`config.mk`:
```
export PLATFORM = sky130hd
export DESIGN_NAME = rtc_top
export DESIGN_NICKNAME = d
export VERILOG_FILES = /design/src/rtl/rtc_pkg.sv /design/src/rtl/rtc_calendar.sv /design/src/rtl/rtc_shadow.sv /design/src/rtl/rtc_alarm.sv /design/src/rtl/rtc_top.sv
export SDC_FILE = /design/constraint.sdc
export NUM_CORES = 1
export LEC_CHECK = 0
export ABC_AREA = 1
export BUFFER_PORTS_ARGS = -buffer_cell sky130_fd_sc_hd__buf_4
export CORE_ASPECT_RATIO = 1.4
export CORE_MARGIN = 2
export CORE_UTILIZATION = 60
export DETAILED_ROUTE_END_ITERATION = 10
export GPL_ROUTABILITY_DRIVEN = 0
export PLACE_DENSITY = 0.81
export SLEW_MARGIN = 20
export SYNTH_ARGS = -nofsm -noshare
export SYNTH_HDL_FRONTEND = slang
export SYNTH_SLANG_ARGS = --single-unit
export TNS_END_PERCENT = 20
```
`constraint.sdc`:
```
create_clock -name clk -period 3.8 [get_ports clk]
set_input_delay 0.19 -clock clk [delete_from_list [all_inputs] [get_ports clk]]
set_output_delay 0.19 -clock clk [all_outputs]
set_load 0.02 [all_outputs]
```
`src/rtl/rtc_pkg.sv`:
```
package rtc_pkg;
  localparam int DATA_W   = 8;
  localparam int ADDR_W   = 4;
  localparam int FIELD_N  = 8;
  localparam int ALARM_N  = 4;
  localparam int FIELD_AW = $clog2(FIELD_N);
  localparam int ALARM_AW = $clog2(ALARM_N);

  localparam int FS  = 0;
  localparam int FM  = 1;
  localparam int FH  = 2;
  localparam int FD  = 3;
  localparam int FW  = 4;
  localparam int FMO = 5;
  localparam int FY  = 6;
  localparam int FC  = 7;

  localparam logic [ADDR_W-1:0] ADR_EN  = ADDR_W'(12);
  localparam logic [ADDR_W-1:0] ADR_FLG = ADDR_W'(13);
  localparam logic [ADDR_W-1:0] ADR_CTL = ADDR_W'(14);

  localparam int INH_BIT = 3;
  localparam int AIE_BIT = 0;

  typedef logic [DATA_W-1:0] bcd_t;

  function automatic bcd_t bcd_inc(bcd_t v);
    if (v[3:0] == 4'd9) return {v[7:4] + 4'd1, 4'd0};
    return {v[7:4], v[3:0] + 4'd1};
  endfunction

  function automatic logic [6:0] bcd_to_bin(bcd_t v);
    return ({3'b0, v[7:4]} * 7'd10) + {3'b0, v[3:0]};
  endfunction

  function automatic bcd_t field_init(int idx);
    case (idx)
      FD, FW, FMO: return 8'h01;
      FC:          return 8'h20;
      default:     return 8'h00;
    endcase
  endfunction

  function automatic bcd_t month_days(bcd_t mo, bcd_t yr, bcd_t ce);
    logic [6:0] yb;
    logic [6:0] cb;
    logic       leap;
    yb   = bcd_to_bin(yr);
    cb   = bcd_to_bin(ce);
    leap = (yb == 7'd0) ? (cb[1:0] == 2'd0) : (yb[1:0] == 2'd0);
    case (mo)
      8'h02:                      return leap ? 8'h29 : 8'h28;
      8'h04, 8'h06, 8'h09, 8'h11: return 8'h30;
      default:                    return 8'h31;
    endcase
  endfunction
endpackage

```
`src/rtl/rtc_calendar.sv`:
```
module rtc_calendar
  import rtc_pkg::*;
(
  input  logic               clk,
  input  logic               rst_n,
  input  logic               tick_i,
  input  logic               commit_i,
  input  logic [FIELD_N-1:0] commit_mask_i,
  input  bcd_t               commit_val_i [FIELD_N],
  output bcd_t               cnt_o [FIELD_N]
);
  bcd_t nxt [FIELD_N];
  bcd_t mlen;
  logic c_sec, c_min, c_hr, c_day, c_mon, c_yr;

  // carry chain across the calendar fields
  always_comb begin
    for (int i = 0; i < FIELD_N; i++) nxt[i] = cnt_o[i];
    mlen  = month_days(cnt_o[FMO], cnt_o[FY], cnt_o[FC]);
    c_sec = (cnt_o[FS] == 8'h59);
    c_min = c_sec && (cnt_o[FM] == 8'h59);
    c_hr  = c_min && (cnt_o[FH] == 8'h23);
    c_day = c_hr  && (cnt_o[FD] == mlen);
    c_mon = c_day && (cnt_o[FMO] == 8'h12);
    c_yr  = c_mon && (cnt_o[FY] == 8'h99);
    nxt[FS] = c_sec ? 8'h00 : bcd_inc(cnt_o[FS]);
    if (c_sec) nxt[FM]  = (cnt_o[FM] == 8'h59) ? 8'h00 : bcd_inc(cnt_o[FM]);
    if (c_min) nxt[FH]  = (cnt_o[FH] == 8'h23) ? 8'h00 : bcd_inc(cnt_o[FH]);
    if (c_hr) begin
      nxt[FW] = (cnt_o[FW] == 8'h07) ? 8'h01 : bcd_inc(cnt_o[FW]);
      nxt[FD] = (cnt_o[FD] == mlen) ? 8'h01 : bcd_inc(cnt_o[FD]);
    end
    if (c_day) nxt[FMO] = (cnt_o[FMO] == 8'h12) ? 8'h01 : bcd_inc(cnt_o[FMO]);
    if (c_mon) nxt[FY]  = (cnt_o[FY] == 8'h99) ? 8'h00 : bcd_inc(cnt_o[FY]);
    if (c_yr)  nxt[FC]  = (cnt_o[FC] == 8'h99) ? 8'h00 : bcd_inc(cnt_o[FC]);
  end

  for (genvar g = 0; g < FIELD_N; g++) begin : g_fld
    bcd_t q;
    always_ff @(posedge clk or negedge rst_n) begin
      if (!rst_n)                           q <= field_init(g);
      else if (commit_i && commit_mask_i[g]) q <= commit_val_i[g];
      else if (tick_i)                      q <= nxt[g];
    end
    assign cnt_o[g] = q;
  end
endmodule

```
`src/rtl/rtc_shadow.sv`:
```
module rtc_shadow
  import rtc_pkg::*;
(
  input  logic                clk,
  input  logic                rst_n,
  input  logic                refresh_i,
  input  bcd_t                cnt_i [FIELD_N],
  input  logic                wr_i,
  input  logic [FIELD_AW-1:0] wr_idx_i,
  input  bcd_t                wr_data_i,
  input  logic                clr_dirty_i,
  output bcd_t                vis_o [FIELD_N],
  output logic [FIELD_N-1:0]  dirty_o
);
  for (genvar g = 0; g < FIELD_N; g++) begin : g_vis
    bcd_t q;
    logic d;
    logic hit;
    assign hit = wr_i && (wr_idx_i == FIELD_AW'(g));
    always_ff @(posedge clk or negedge rst_n) begin
      if (!rst_n) begin
        q <= field_init(g);
        d <= 1'b0;
      end else begin
        if (hit)            q <= wr_data_i;
        else if (refresh_i) q <= cnt_i[g];
        if (hit)              d <= 1'b1;
        else if (clr_dirty_i) d <= 1'b0;
      end
    end
    assign vis_o[g]   = q;
    assign dirty_o[g] = d;
  end
endmodule

```
`src/rtl/rtc_alarm.sv`:
```
module rtc_alarm
  import rtc_pkg::*;
(
  input  logic                clk,
  input  logic                rst_n,
  input  logic                eval_i,
  input  bcd_t                now_i [ALARM_N],
  input  logic                wr_i,
  input  logic [ALARM_AW-1:0] wr_idx_i,
  input  bcd_t                wr_data_i,
  input  logic                rd_clr_i,
  output bcd_t                alm_o [ALARM_N],
  output logic                flag_o
);
  logic [ALARM_N-1:0] eq;

  for (genvar g = 0; g < ALARM_N; g++) begin : g_alm
    bcd_t q;
    always_ff @(posedge clk or negedge rst_n) begin
      if (!rst_n)                                    q <= '0;
      else if (wr_i && (wr_idx_i == ALARM_AW'(g)))   q <= wr_data_i;
    end
    assign alm_o[g] = q;
    assign eq[g]    = (q == now_i[g]);
  end

  // a new match outranks a clearing read in the same cycle
  always_ff @(posedge clk or negedge rst_n) begin
    if (!rst_n)                flag_o <= 1'b0;
    else if (eval_i && (&eq))  flag_o <= 1'b1;
    else if (rd_clr_i)         flag_o <= 1'b0;
  end
endmodule

```
`src/rtl/rtc_top.sv`:
```
module rtc_top
  import rtc_pkg::*;
(
  input  logic              clk,
  input  logic              rst_n,
  input  logic              tick_i,
  input  logic              bus_sel_i,
  input  logic              bus_wr_i,
  input  logic [ADDR_W-1:0] bus_addr_i,
  input  logic [DATA_W-1:0] bus_wdata_i,
  output logic [DATA_W-1:0] bus_rdata_o,
  output logic              bus_rvalid_o,
  output logic              irq_o
);
  logic [DATA_W-1:0] ctl_q;
  logic [1:0]        en_q;
  logic              pend_q;
  logic              eval_q;
  bcd_t              cnt  [FIELD_N];
  bcd_t              vis  [FIELD_N];
  bcd_t              now  [ALARM_N];
  bcd_t              alm  [ALARM_N];
  logic [FIELD_N-1:0] dirty;
  logic              alm_flag;
  logic              rd_req, wr_req, inh, time_wr, alm_wr, commit, flag_rd;
  bcd_t              rmux;

  assign rd_req  = bus_sel_i & ~bus_wr_i;
  assign wr_req  = bus_sel_i & bus_wr_i;
  assign inh     = ctl_q[INH_BIT];
  assign time_wr = wr_req & ~bus_addr_i[ADDR_W-1] & inh;
  assign alm_wr  = wr_req & (bus_addr_i[ADDR_W-1:ADDR_W-2] == 2'b10);
  assign commit  = wr_req & (bus_addr_i == ADR_CTL) & inh & ~bus_wdata_i[INH_BIT];
  assign flag_rd = rd_req & (bus_addr_i == ADR_FLG);

  for (genvar g = 0; g < ALARM_N; g++) begin : g_now
    assign now[g] = cnt[g];
  end

  rtc_calendar u_cal (
    .clk           (clk),
    .rst_n         (rst_n),
    .tick_i        (tick_i),
    .commit_i      (commit),
    .commit_mask_i (dirty),
    .commit_val_i  (vis),
    .cnt_o         (cnt)
  );

  rtc_shadow u_shd (
    .clk         (clk),
    .rst_n       (rst_n),
    .refresh_i   (pend_q),
    .cnt_i       (cnt),
    .wr_i        (time_wr),
    .wr_idx_i    (bus_addr_i[FIELD_AW-1:0]),
    .wr_data_i   (bus_wdata_i),
    .clr_dirty_i (commit),
    .vis_o       (vis),
    .dirty_o     (dirty)
  );

  rtc_alarm u_alm (
    .clk       (clk),
    .rst_n     (rst_n),
    .eval_i    (eval_q),
    .now_i     (now),
    .wr_i      (alm_wr),
    .wr_idx_i  (bus_addr_i[ALARM_AW-1:0]),
    .wr_data_i (bus_wdata_i),
    .rd_clr_i  (flag_rd),
    .alm_o     (alm),
    .flag_o    (alm_flag)
  );

  always_comb begin
    rmux = '0;
    if (!bus_addr_i[ADDR_W-1]) begin
      rmux = vis[bus_addr_i[FIELD_AW-1:0]];
    end else if (bus_addr_i[ADDR_W-2] == 1'b0) begin
      rmux = alm[bus_addr_i[ALARM_AW-1:0]];
    end else begin
      case (bus_addr_i)
        ADR_EN:  rmux = {{(DATA_W-2){1'b0}}, en_q};
        ADR_FLG: rmux = {{(DATA_W-1){1'b0}}, alm_flag};
        ADR_CTL: rmux = ctl_q;
        default: rmux = '0;
      endcase
    end
  end

  // reload is armed by a tick seen while unfrozen and lands one edge later
  always_ff @(posedge clk or negedge rst_n) begin
    if (!rst_n) begin
      ctl_q        <= '0;
      en_q         <= '0;
      pend_q       <= 1'b0;
      eval_q       <= 1'b0;
      bus_rvalid_o <= 1'b0;
      bus_rdata_o  <= '0;
    end else begin
      if (wr_req && (bus_addr_i == ADR_CTL)) ctl_q <= bus_wdata_i;
      if (wr_req && (bus_addr_i == ADR_EN))  en_q  <= bus_wdata_i[1:0];
      pend_q       <= tick_i & ~inh;
      eval_q       <= tick_i;
      bus_rvalid_o <= rd_req;
      if (rd_req) bus_rdata_o <= rmux;
    end
  end

  assign irq_o = alm_flag & en_q[AIE_BIT];
endmodule

```
Yosys cells after proc, flatten, opt, wreduce, memory -nomap -nowiden
Index checks and enable logic that the tools add are counted.
{ "totals": {"register_bits": 190, "input_bits": 17} }
{ "op_classes": {"add_sub_neg": 18, "mul": 2, "magnitude_cmp": 2, "eq_ne": 39, "mux": 100, "n_bitwise": 17, "n_reduce_logical": 90} }
{ "ops": {"columns": ["cell", "n"], "rows": [
  ["$mux W8", 67],
  ["$add A4 B1 Y4 const B", 16],
  ["$reduce_bool A2 Y1", 32],
  ["$eq A4 B4 Y1 const B", 11],
  ["$eq A8 B8 Y1", 5],
  ["$logic_and A1 B1 Y1", 28],
  ["$mux W1", 28],
  ["$bmux W8 S3", 1],
  ["$eq A8 B3 Y1 const B", 3],
  ["$pmux W8 S3", 1],
  ["$reduce_bool A3 Y1", 8],
  ["$reduce_and A3 Y1", 7],
  ["$bmux W8 S2", 1],
  ["$eq A8 B5 Y1 const B", 2],
  ["$eq A8 B7 Y1 const B", 2],
  ["$eq A8 B8 Y1 const B", 2],
  ["$mux W16", 1],
  ["$pmux W8 S2", 1],
  ["$reduce_and A2 Y1", 8],
  ["$eq A3 B3 Y1 const B", 4],
  ["$and A1 B1 Y1", 11],
  ["$eq A8 B2 Y1 const B", 1],
  ["$eq A8 B4 Y1 const B", 1],
  ["$eq A8 B6 Y1 const B", 1],
  ["18 further kinds", 26]
]} }

Longest topological paths before layout
{ "logic_depth": {"word_depth": 16, "depth_mapped": 19, "ltp_nobuf": 19} }

By module
Synthesis repeated with hierarchy kept, for this count alone.
{ "hier_totals": {"hier_cells": 1723, "hier_area_um2": 12236.7} }
{ "by_module_without_submodules": {"columns": ["mod", "instances", "cells_per_inst", "area_per_inst_um2", "seq_area_each_um2"], "rows": [
  ["rtc_calendar", 1, 603, 4558.1, 1606.5],
  ["rtc_shadow", 1, 541, 3888.7, 1806.7],
  ["rtc_alarm", 1, 247, 1896.8, 825.8],
  ["rtc_top", 1, 332, 1893.1, 525.5]
]} }

Worst setup path after synthesis
OpenSTA, ideal clock, no wires.
{ "synth_path": {"path_type": "reg-to-reg", "from": "reg u_cal.g_fld[6].q[5]", "to": "reg u_cal.g_fld[7].q[4]", "setup_time_ps": 117, "arrival_ps": 2504, "setup_slack_ps": 1179, "stages_incl_launch_ff": 18, "path_buffers": 0, "synth_period_minus_slack_ps": 2621, "path_cell_list": "dfrtp_1 > ha_1 > ha_1 > inv_1 > fa_1 > nand2_1 > nor2_1 > nand2_1 > a21oi_1 > nand2_1 > nand2_1 > a21oi_1 > nor2_2 > nand3_2 > nand2_4 > nand2_4 > nand2_1 > nand2_1"} }
{ "synth_via": {"elab_chain_cells": 12, "elab_cells_between_ends": 13, "cone_classes": "add/sub (1); mul (1); eq/ne (2); mux (3); reduce/logical (6)"} }
{ "synth_rtl": {"columns": ["item", "line", "text"], "rows": [
  ["start, declared", "rtc_calendar.sv:39", "bcd_t q;"],
  ["start signal, assigned", "rtc_calendar.sv:41", "if (!rst_n) q <= field_init(g);"],
  ["start signal, assigned", "rtc_calendar.sv:42", "else if (commit_i && commit_mask_i[g]) q <= commit_val_i[g];"],
  ["start signal, assigned", "rtc_calendar.sv:43", "else if (tick_i) q <= nxt[g];"],
  ["$mul A4 B3 Y6", "rtc_pkg.sv:33", "return ({3'b0, v[7:4]} * 7'd10) + {3'b0, v[3:0]};"],
  ["$add A7 B4 Y7", "rtc_pkg.sv:33", null],
  ["$logic_not A7 Y1", "rtc_pkg.sv:50", "leap = (yb == 7'd0) ? (cb[1:0] == 2'd0) : (yb[1:0] == 2'd0);"],
  ["$mux W1", "rtc_pkg.sv:50", null],
  ["$mux W1", "rtc_pkg.sv:52", "8'h02: return leap ? 8'h29 : 8'h28;"],
  ["$pmux W8 S2", "rtc_pkg.sv:51", "case (mo)"],
  ["$eq A8 B8 Y1", "rtc_calendar.sv:23", "c_day = c_hr && (cnt_o[FD] == mlen);"],
  ["$logic_and A1 B1 Y1", "rtc_calendar.sv:23", null],
  ["$logic_and A1 B1 Y1", "rtc_calendar.sv:24", "c_mon = c_day && (cnt_o[FMO] == 8'h12);"],
  ["$logic_and A1 B1 Y1 *", "rtc_calendar.sv:25", "c_yr = c_mon && (cnt_o[FY] == 8'h99);"],
  ["$reduce_bool A2 Y1 (no source line) *", null, null],
  ["$reduce_and A3 Y1 (no source line) *", null, null],
  ["end signal, assigned", "rtc_calendar.sv:41", null],
  ["end signal, assigned", "rtc_calendar.sv:42", null],
  ["end signal, assigned", "rtc_calendar.sv:43", null],
  ["end, declared", "rtc_calendar.sv:39", null]
]} }
Every way passes the cells marked *; elsewhere a longest branch is shown, timed or not.
A chain may end at the register's enable or synchronous reset.

Final worst setup path
{ "layout_path": {"from": "reg u_cal.g_fld[6].q[7]", "to": "reg u_cal.g_fld[6].q[6]"} }
{ "layout_via": {"elab_chain_cells": 11, "elab_cells_between_ends": 17, "cone_classes": "add/sub (1); mul (1); eq/ne (2); mux (7); reduce/logical (6)"} }
{ "layout_rtl": {"columns": ["item", "line"], "rows": [
  ["$mul A4 B3 Y6", "rtc_pkg.sv:33"],
  ["$add A7 B4 Y7", "rtc_pkg.sv:33"],
  ["$logic_not A7 Y1", "rtc_pkg.sv:50"],
  ["$mux W1", "rtc_pkg.sv:50"],
  ["$mux W1", "rtc_pkg.sv:52"],
  ["$pmux W8 S2", "rtc_pkg.sv:51"],
  ["$eq A8 B8 Y1", "rtc_calendar.sv:23"],
  ["$logic_and A1 B1 Y1", "rtc_calendar.sv:23"],
  ["$logic_and A1 B1 Y1", "rtc_calendar.sv:24"],
  ["$reduce_bool A2 Y1 (no source line)", null],
  ["$reduce_and A3 Y1 (no source line)", null]
]} }
Parallel ways exist; a longest one is shown, timed or not. The select of a mux whose other input is x is not followed.

==> metrics.txt <==
M1 wire length 12000 um; n_diodes 0; total CTS buffers 17; initial core utilization 0.607; Hold Buf Count CTS 2; area delta synth->final 9.48%; HP Class primary input to flip-flop; synthesized cell area 0.0112 mm^2; Total Routing Usage GR 0.342; final hold violations 0; CP max FO 10; worst-margin pin slew 0.922 ns; die height 165 um; DR iter-0 viols 1176; RSZ-0062 raised after global routing false; Vias/cell 6.18; Port Buffers 26; Top Layer Used met4; std cell rows 59; Yosys Warn Count 0; Worst-Skew Late Latency 0.44 ns; Syn Area/Cell 8.01 um^2; Post-Route WL 33200 um; largest cells by area after synthesis dfrtp_1 (41%), nand2_1 (9.2%), inv_1 (6.9%); Routed wire per std cell 20.0 um; Remaining Overflow, GRT 0; P per Cell Area 526 mW/mm^2; Max VDD drop 309 uV; WL met3 2600 um; Leakage 5.84 nW; CTS root buf clkbuf_16; non-filler cells, final 1660; MaxCap Viol Count 0; register area share after synthesis 0.427; final clock skew 0.0112 ns; Worst EP arrival 3.48 ns; relative slew slack 0.383; Crit. End Element flip-flop; Post-CTS Setup Bufs 0; core footprint 0.0184 mm^2; top_reg_cell synth dfrtp_1; post-DP HPWL 23700 um; outcome finished clean; Final Max Slew Viols 0; largest net degree at the start of global routing 102; CTS tree built; CTS resizes 0; Final Critical Period 3.15 ns; met2 wire len 16000 um; Antenna Violating Nets Remaining 0; Synth area leader dfrtp_1; number of global-route vias before repair 9624; TNS Setup 0 ns; worst setup path category flip-flop to flip-flop; Max clock buf depth 2; Tcrit/Tclk final 0.828; DRC violation count after routing 0; fmax 318 MHz; nets 1455; chip width 119 um; most common cell after layout, fill and taps aside nand2_1; TritonRoute pass-1 iters 6; Synth top area share 0.408; antenna violations before repair 0; placed cell count 1627; EDFF count, synth 0; Mapped Cells 1393; Place WS 0.723 ns; layout cell share with drive strength beyond 1 0.0897; syn_nets 1444; Post-synth ARST share 1.00; Finish-stage setup viols 0; io pins 27; H-tree depth 4; DIE AREA 0.0197 mm^2; via count 10300; CTS sink count 190; final worst slack 0.653 ns; first-pass GRT wire length 51400 um; Setup crit start kind flip-flop; Yosys cell types 52; clock transition at the registers of the reported paths 0.07 ns; WHS 0.0403 ns; commonest cells after routing, fill and taps aside nand2_1 (275), inv_1 (204), dfrtp_1 (181); flops & latches, synth 190; critical path required time 4.13 ns
## cells in the mapped netlist (3+ instances only)
library cell / instances
nand2_1: 275
inv_1: 204
dfrtp_1: 182
o21ai_0: 129
nand3_1: 107
nor2_1: 75
o211ai_1: 50
xor2_1: 48
clkbuf_1: 34
ha_1: 32
o221ai_1: 29
a21oi_1: 22
o22ai_1: 20
nor3_1: 17
a221oi_1: 15
a22oi_1: 13
inv_2: 11
o31ai_1: 9
dfstp_2: 8
o21ai_1: 8
a31oi_1: 7
nor2_2: 7
nor4_1: 7
xnor2_1: 7
buf_1: 6
nand2_2: 6
nand2_4: 6
nand4_1: 6
nor2_4: 6
a211oi_1: 5
buf_2: 5
o2111ai_1: 5
a31o_2: 3
clkinv_1: 3
or2_2: 3
## registers in the layout, indices dropped and copies added (netlist names)
| signal | flops |
|---|---|
| en_q | 2 |
| u_shd.g_vis.q | 64 |
| bus_rvalid_o | 1 |
| u_alm.flag_o | 1 |
| u_alm.g_alm.q | 32 |
| u_cal.g_fld.q | 64 |
| u_shd.g_vis.d | 8 |
| pend_q | 1 |
| bus_rdata_o | 8 |
| ctl_q | 8 |
| eval_q | 1 |
## per-layer routing
metal / global-route usage / up-vias
met3: 0.0714 / 157
met1: 0.397 / 4879
li1: - / 4710
met5: 0 / -
met2: 0.566 / 509
met4: 0.244 / 0
## logic make-up (layout without fill, tap and decap cells)
| family | count (synthesis) | after routing | synth area share |
|---|---|---|---|
| simple gates | 527 | 527 | 0.215 |
| flops | 190 | 190 | 0.427 |
| xor+xnor | 55 | 55 | 0.0431 |
| compound gates | 322 | 322 | 0.184 |
| mux | 2 | 2 | 0.00202 |
| buf+inv | 263 | 286 | 0.0890 |
| fa+ha+maj | 34 | 34 | 0.0394 |
## final timing paths
path                                      from                   to  slack (ns)  depth (start not counted)
max in group asynchronous                rst_n  u_cal.g_fld[5].q[0]        2.47                          3
hold reg to reg                        en_q[1]              en_q[1]        0.49                          2
min in group asynchronous                rst_n  u_cal.g_fld[2].q[4]        0.34                          2
setup / recovery           u_cal.g_fld[6].q[7]  u_cal.g_fld[6].q[6]        0.65                         17
hold / removal                  bus_wdata_i[1]  u_shd.g_vis[0].q[1]        0.04                          3
setup reg to reg           u_cal.g_fld[6].q[7]  u_cal.g_fld[6].q[6]        0.65                         17
## area by class of cell
| type | instances | area, um^2 |
|---|---|---|
| Multi-Input combinational cell | 940 | 5410 |
| Clock buffer | 19 | 453 |
| Fill cell | 1520 | 6160 |
| Inverter | 218 | 818 |
| Clock inverter | 12 | 185 |
| Sequential cell | 190 | 4770 |
| Tap cell | 244 | 305 |
| Timing Repair Buffer | 37 | 289 |
## stage by stage
step / area [um^2] / total power (W) / util
2_1_floorplan: 11200 / 0.00387 / -
3_5_place_dp: 11600 / 0.00443 / 0.629
6_report: 12200 / 0.00643 / 0.665
5_1_grt: 12200 / 0.00672 / 0.665
3_3_place_gp: 11600 / 0.00437 / 0.629
4_1_cts: 12200 / 0.00638 / 0.665
## critical path, stage by stage (launching register included)
cell	delay, ns
dfrtp_1	0.47
ha_1	0.34
ha_1	0.15
inv_1	0.05
fa_1	0.49
nand2_1	0.06
nor2_1	0.08
nand2_1	0.06
a21oi_1	0.11
nand2_1	0.06
nand2_1	0.13
a21oi_1	0.10
nor2_2	0.28
nand3_2	0.23
nand2_4	0.18
nand2_2	0.10
nand2_1	0.09
nand2_1	0.07
## power by group
part / switching, W / internal [W] / leakage (nW)
combinational: 0.000919 / 0.000572 / 3.20
clock: 0.000829 / 0.00114 / 0.304
sequential: 0.000487 / 0.00249 / 2.34
Note: power is estimated with default switching activity, not from simulation.
